==> src/rtl/uart_irq_pkg.sv <==
package uart_irq_pkg;

    localparam int NSRC    = 4;
    localparam int IDX_RX  = 0;
    localparam int IDX_ERR = 1;
    localparam int IDX_TXR = 2;
    localparam int IDX_CTS = 3;

    typedef enum logic [1:0] {
        SEL_PEND = 2'd0,
        SEL_LIVE = 2'd1,
        SEL_MASK = 2'd2,
        SEL_NONE = 2'd3
    } reg_sel_e;

    typedef struct packed {
        logic cts;
        logic txr;
        logic err;
        logic rx;
    } src_vec_t;

    typedef struct packed {
        logic             wr;
        reg_sel_e         sel;
        logic [NSRC-1:0]  bits;
    } reg_cmd_t;

    localparam logic [NSRC-1:0] MASK_RESET = {NSRC{1'b1}};

    function automatic logic next_pending(input logic cur, input logic set, input logic clr);
        return set | (cur & ~clr);
    endfunction

    function automatic logic any_unmasked(input logic [NSRC-1:0] pend, input logic [NSRC-1:0] mask);
        return |(pend & ~mask);
    endfunction

endpackage

==> src/rtl/uart_irq_src.sv <==
module uart_irq_src
    import uart_irq_pkg::*;
#(
    parameter int LVL_W     = 5,
    parameter int ERR_W     = 4,
    parameter int TX_THRESH = 4
) (
    input  logic             clk,
    input  logic             rst,
    input  logic             rx_avail,
    input  logic             rx_timeout,
    input  logic [ERR_W-1:0] err_flags,
    input  logic [LVL_W-1:0] tx_level,
    input  logic             cts_in,
    output src_vec_t         live
);
    localparam logic [LVL_W-1:0] THR = LVL_W'(TX_THRESH);

    logic cts_q;

    // Track the line during reset too, so a static level is no event.
    always_ff @(posedge clk) begin
        cts_q <= cts_in;
    end

    always_comb begin
        live     = '0;
        live.rx  = rx_avail | rx_timeout;
        live.err = |err_flags;
        live.txr = (tx_level < THR);
        live.cts = (cts_in ^ cts_q) & ~rst;
    end

endmodule

==> src/rtl/uart_irq_pend.sv <==
module uart_irq_pend
    import uart_irq_pkg::*;
(
    input  logic            clk,
    input  logic            rst,
    input  logic [NSRC-1:0] set_vec,
    input  logic [NSRC-1:0] clr_vec,
    output logic [NSRC-1:0] pend
);
    for (genvar g = 0; g < NSRC; g++) begin : g_bit
        always_ff @(posedge clk) begin
            if (rst) pend[g] <= 1'b0;
            else     pend[g] <= next_pending(pend[g], set_vec[g], clr_vec[g]);
        end
    end
endmodule

==> src/rtl/uart_irq_regs.sv <==
module uart_irq_regs
    import uart_irq_pkg::*;
#(
    parameter int DATA_W = 32
) (
    input  logic              clk,
    input  logic              rst,
    input  reg_cmd_t          cmd,
    input  logic [NSRC-1:0]   pend,
    input  logic [NSRC-1:0]   live,
    output logic [NSRC-1:0]   mask,
    output logic [NSRC-1:0]   clr_vec,
    output logic [DATA_W-1:0] rdata
);
    always_ff @(posedge clk) begin
        if (rst)                                 mask <= MASK_RESET;
        else if (cmd.wr && cmd.sel == SEL_MASK)  mask <= cmd.bits;
    end

    assign clr_vec = (cmd.wr && cmd.sel == SEL_PEND) ? cmd.bits : '0;

    always_comb begin
        rdata = '0;
        unique case (cmd.sel)
            SEL_PEND: rdata[NSRC-1:0] = pend;
            SEL_LIVE: rdata[NSRC-1:0] = live;
            SEL_MASK: rdata[NSRC-1:0] = mask;
            default:  rdata = '0;
        endcase
    end
endmodule

==> src/rtl/uart_irq_ctrl.sv <==
module uart_irq_ctrl
    import uart_irq_pkg::*;
#(
    parameter int DATA_W    = 32,
    parameter int LVL_W     = 5,
    parameter int ERR_W     = 4,
    parameter int TX_THRESH = 4
) (
    input  logic              clk,
    input  logic              rst,
    input  logic              reg_wr,
    input  logic [1:0]        reg_addr,
    input  logic [DATA_W-1:0] reg_wdata,
    output logic [DATA_W-1:0] reg_rdata,
    input  logic              rx_avail,
    input  logic              rx_timeout,
    input  logic [ERR_W-1:0]  err_flags,
    input  logic [LVL_W-1:0]  tx_level,
    input  logic              cts_in,
    output logic              irq
);
    src_vec_t        live_s;
    logic [NSRC-1:0] raw_vec;
    logic [NSRC-1:0] pend_q;
    logic [NSRC-1:0] mask_q;
    logic [NSRC-1:0] clr_vec;
    reg_cmd_t        cmd;

    assign cmd.wr   = reg_wr;
    assign cmd.sel  = reg_sel_e'(reg_addr);
    assign cmd.bits = reg_wdata[NSRC-1:0];
    assign raw_vec  = live_s;

    uart_irq_src #(.LVL_W(LVL_W), .ERR_W(ERR_W), .TX_THRESH(TX_THRESH)) u_src (
        .clk(clk), .rst(rst), .rx_avail(rx_avail), .rx_timeout(rx_timeout),
        .err_flags(err_flags), .tx_level(tx_level), .cts_in(cts_in), .live(live_s)
    );

    uart_irq_pend u_pend (
        .clk(clk), .rst(rst), .set_vec(raw_vec), .clr_vec(clr_vec), .pend(pend_q)
    );

    uart_irq_regs #(.DATA_W(DATA_W)) u_regs (
        .clk(clk), .rst(rst), .cmd(cmd), .pend(pend_q), .live(raw_vec),
        .mask(mask_q), .clr_vec(clr_vec), .rdata(reg_rdata)
    );

    assign irq = any_unmasked(pend_q, mask_q);

endmodule

==> config.mk <==
export PLATFORM = sky130hd
export DESIGN_NAME = uart_irq_ctrl
export DESIGN_NICKNAME = d
export VERILOG_FILES = /design/src/rtl/uart_irq_pkg.sv /design/src/rtl/uart_irq_src.sv /design/src/rtl/uart_irq_pend.sv /design/src/rtl/uart_irq_regs.sv /design/src/rtl/uart_irq_ctrl.sv
export SDC_FILE = /design/constraint.sdc
export NUM_CORES = 1
export LEC_CHECK = 0
export BUFFER_PORTS_ARGS = -buffer_cell sky130_fd_sc_hd__buf_2
export CORE_MARGIN = 2
export CORE_UTILIZATION = 35
export CTS_BUF_LIST = sky130_fd_sc_hd__clkbuf_4 sky130_fd_sc_hd__clkbuf_8
export CTS_CLUSTER_SIZE = 10
export DETAILED_ROUTE_END_ITERATION = 10
export PLACE_DENSITY = 0.82
export RECOVER_POWER = 50
export SYNTH_ARGS = -nofsm -noshare
export SYNTH_HDL_FRONTEND = slang
export SYNTH_HIERARCHICAL = 1
export SYNTH_SLANG_ARGS = --single-unit
==> constraint.sdc <==
create_clock -name clk -period 1.4 [get_ports clk]
set_clock_uncertainty 0.15 [all_clocks]
set_input_delay 0.21 -clock clk [delete_from_list [all_inputs] [get_ports clk]]
set_output_delay 0.21 -clock clk [all_outputs]
set_load 0.005 [all_outputs]
## Word level (Yosys, flattened, before mapping)

Index checks and enable logic that the tools add are counted.

| operators by class | value |
|---|---|
| order comparisons | 1 |
| eq/ne operators | 2 |
| mux-type cells | 2 |
| bitwise logic cells | 18 |
| reduce and logical (&&, ||, !) cells | 5 |

Operators with widths:

| cell | count |
|---|---|
| 4-bit case mux with 3 select lines | 1 |
| 4-bit OR reduction | 2 |
| 1-bit bitwise AND | 5 |
| 5-bit by 3-bit < comparator with 1-bit output (second input constant) | 1 |
| 1-bit inverter | 5 |
| 1-bit bitwise OR | 5 |
| 4-bit bitwise AND | 1 |
| 4-bit 2-to-1 mux | 1 |
| 4-bit inverter | 1 |
| 2-bit by 1-bit == test with 1-bit output (second input constant) | 1 |
| 2-bit == test (second input constant) | 1 |
| 1-bit logical AND | 2 |
| 2-bit zero test | 1 |
| 1-bit XOR | 1 |

| word-level totals | value |
|---|---|
| bits in registers | 9 |
| bits of input ports | 49 |
| output and inout bits | 33 |
| logic and storage cells | 34 |

## Longest topological paths before layout

| depth | value |
|---|---|
| depth after elaboration | 6 |
| depth in mapped cells | 5 |
| depth with buffers taken out | 4 |

## Hierarchy

The synthesis kept the hierarchy.

Modules (own cells, without submodules):

| module | instances | cells an instance | area an instance (sq um) | seq. area each (sq um) |
|---|---|---|---|---|
| uart_irq_regs | 1 | 62 | 525.5 | 80.1 |
| uart_irq_pend | 1 | 16 | 140.1 | 80.1 |
| uart_irq_src | 1 | 6 | 51.3 | 20.0 |
| uart_irq_ctrl | 1 | 5 | 37.5 | 0.0 |

## Worst setup path after synthesis

OpenSTA, ideal clock, no wires.

| path | value |
|---|---|
| path kind | input-to-output |
| from | in err_flags[3] |
| to | out reg_rdata[1] |
| data arrival time | 0.889 ns |
| data required time | 1.040 ns |
| path slack | 0.151 ns |
| stages on the path | 2 |
| buffers on the path | 0 |
| cells stage by stage | or4_1 > o2bb2ai_1 |

| between the ends | value |
|---|---|
| word-level cells in the longest chain between the ends | 2 |

RTL lines:

| what | line | text |
|---|---|---|
| from (decl) | uart_irq_ctrl.sv:17 | `input logic [ERR_W-1:0] err_flags,` |
| 4-bit OR reduction | uart_irq_src.sv:29 | `live.err = \|err_flags;` |
| 4-bit case mux with 3 select lines | uart_irq_regs.sv:24 | `unique case (cmd.sel)` |
| to (decl) | uart_irq_ctrl.sv:14 | `output logic [DATA_W-1:0] reg_rdata,` |

Every way passes these cells.

==> impl_metrics.ini <==
[logic_synthesis]
synth_area_um2 = 754.5
syn_area_per_cell_um2 = 8.477
synth.largest_area_cell = buf_4
synth.area.top_cells = buf_4 (28%), dfxtp_1 (24%), mux2i_1 (11%)
ys_types = 20
syn-instance-count = 89
synth_top_cell_area_share_pct = 27.86
synth-seq-area-share_pct = 23.88
synth_seq_cells = 9
yosys_warnings = 6

[layout]
antenna_cells = 0
final_nets = 164
layout-drive-gt1-share_pct = 30.70
fin_area_um2 = 843.3
fillCellCount = 213
synthToLayoutAreaGrowth_pct = 11.77

[worst_setup_path]
worstReg2RegEnd = u_pend/pend[3]
reg2reg_from = u_src/cts_q
ff2ff_path_depth = 4
cp-start-kind = primary input
slowest_stage = or4_4
cp.arrival_ps = 1090
crit_type = primary input to output pin
cpPeakStageDelay_ps = 530
worst-path-max-fanout = 2
path_cells = buf_6 > or4_4 > o2bb2ai_2 > buf_2
required_ps = 1040
crit_path_end_kind = output pin
r2r_slack_ps = 480

[pwr]
leakage_nw = 0.4637
powerDensity_nw_per_um2 = 759.5
clockPowerShare_pct = 34.4
power.internal_mw = 0.4661
ir_drop_v = 0.0004842
p_sw_mw = 0.1744
p_comb_share_pct = 21.8
power_switching_share_pct = 27.23
seqPwrFrac_pct = 43.8
total_power_mw = 0.6405

[timing]
whs_ps = 65.00
hold_viol_final = 0
rsz0062_at_grt = yes
finalSetupTns_ps = -47.79
period_share_pct = 103.4
final_max_slew_viol_count = 0
setup_viol = 1
max_freq_mhz = 690.7
fin_crit_ps = 1448
setup_ws_ps = -47.79

[clock_tree]
cts_tree = yes
clock-sinks = 9
clk_latency_ps = 260
cts-root-buf = clkbuf_4
cts.clk_slew.worst_paths_ps = 60
htree_levels = 1
cts_setup_buffers = 0
cts_inserted_buffers = 3
clockBufferDepth = 2

[run_status]
status = finished with violations
violations = setup timing

[global_route]
grt_pass1_vias = 528
grt_max_degree = 14
grt.overflow.total = 0
antenna_found_initial = 0
grt_pass1_wl_mm = 2.214
track_usage_pct = 11.71

[placed_design]
port_buffers = 23
globalplace.congestion = 0.8161
place_hpwl_mm = 1.075
dpl_cell_area_um2 = 779.5
place_ws_ps = -64.47

[route]
drt-total-wl_mm = 1.397
via_per_inst = 4.128
vias = 582
antenna_left = 0
drc = 0
drt_first_pass_iters = 4
wl_per_cell_um = 9.908
drtIter0Drc = 6

[run]
cap_violations = 0

[floorplanning]
num_rows = 16
dieArea_um2 = 2543
io_pins = 82
coreArea_um2 = 2002
start_util_pct = 37.69
die_y_um = 50.43
fp.dieW_um = 50.43

[min_path]
hp-class = primary input to flop
hp-start = reg_wdata[2]
min_delay_worst_endpoint = u_regs/mask[2]
holdPathStages = 3
## repair_timing
item,in CTS,in global routing
setup endpoints to repair,2,4
hold endpoints to repair,1,0
pin swaps,2,2
hold buffers,1,0
gates resized for setup,3,3
## registers in the layout, indices dropped and copies added, names as in the netlist
signal       cells
u_src/cts_q      1
u_pend/pend      4
u_regs/mask      4
## layer usage
layer  track usage [%]  part of all wire, %
met5                 0                    0
met4             8.108                    0
met3             1.190                  8.1
met2             21.05                   54
met1             12.73                   38
## synth_stat cells
cell type,count
nor3b_2,1
nand2b_1,7
mux2i_1,8
a21oi_1,4
dfxtp_1,9
nor2b_4,1
xnor2_1,1
inv_1,5
or4_1,1
nand3b_4,1
nor3_1,1
o2bb2ai_1,4
nor2_1,9
conb_1,1
buf_1,1
or2_2,1
and2_1,4
buf_6,1
buf_4,28
o2111ai_2,1
## cell families after synthesis
logic type,after synthesis,synth area share (%)
AO/OA/AOI/OAI,9,9.286
XOR/XNOR,1,1.161
buffers and inverters,35,32.34
flip-flops,9,23.88
multiplexers,8,10.61
other,1,0.4970
AND/OR/NAND/NOR,26,22.22
## critical path: cells and delay by family
kind                   cells  cell delay [ps]
buffers and inverters      2              220
AOI/OAI and AO/OA          1              130
and+or+nand+nor            1              530
## power by group through the flow
| stage | clock (mW) | combinational [mW] | sequential (mW) |
|---|---|---|---|
| detailed placement | 0 | 0.128 | 0.285 |
| CTS | 0.227 | 0.136 | 0.279 |
| finish | 0.221 | 0.140 | 0.280 |
| global route | 0.241 | 0.158 | 0.282 |
| floorplan | 0 | 0.139 | 0.282 |
| global placement | 0 | 0.125 | 0.284 |
## layout by cell type, fill, tap and decap left out, types with 2 or more instances in the layout
| master | instances |
|---|---|
| o2bb2ai_1 | 3 |
| nor2_1 | 9 |
| dfxtp_1 | 8 |
| and2_1 | 4 |
| mux2i_1 | 8 |
| clkbuf_4 | 4 |
| conb_1 | 28 |
| buf_2 | 21 |
| a21oi_1 | 4 |
| nand2b_1 | 7 |
| buf_6 | 2 |
| inv_1 | 5 |
## cell type report
| type | count | area (um2) | share of cell area, % |
|---|---|---|---|
| tap | 27 | 33.78 | 4.006 |
| clock buffer | 4 | 30.03 | 3.561 |
| inverter | 5 | 18.77 | 2.226 |
| multi-input combinational | 72 | 441.7 | 52.37 |
| sequential | 9 | 181.4 | 21.51 |
| timing repair buffer | 24 | 137.6 | 16.32 |
## per-stage QoR
step	util (%)	cells
after detailed placement	38.94	136
after global placement	38.94	136
final	42.13	141
after CTS	41.75	141
after global routing	42.13	141
after floorplan	-	116
## worst max-delay path by stage
stage,startpoint,endpoint,slack [ps],depth (start not counted)
finish,err_flags[3],reg_rdata[1],-50,4
global route,u_src/cts_q,reg_rdata[3],-90,4
CTS,err_flags[0],reg_rdata[1],-40,4
detailed placement,err_flags[3],reg_rdata[1],-60,4
global placement,err_flags[3],reg_rdata[1],-70,4
floorplan,err_flags[3],reg_rdata[1],150,2
(Power assumes the default switching activity.)
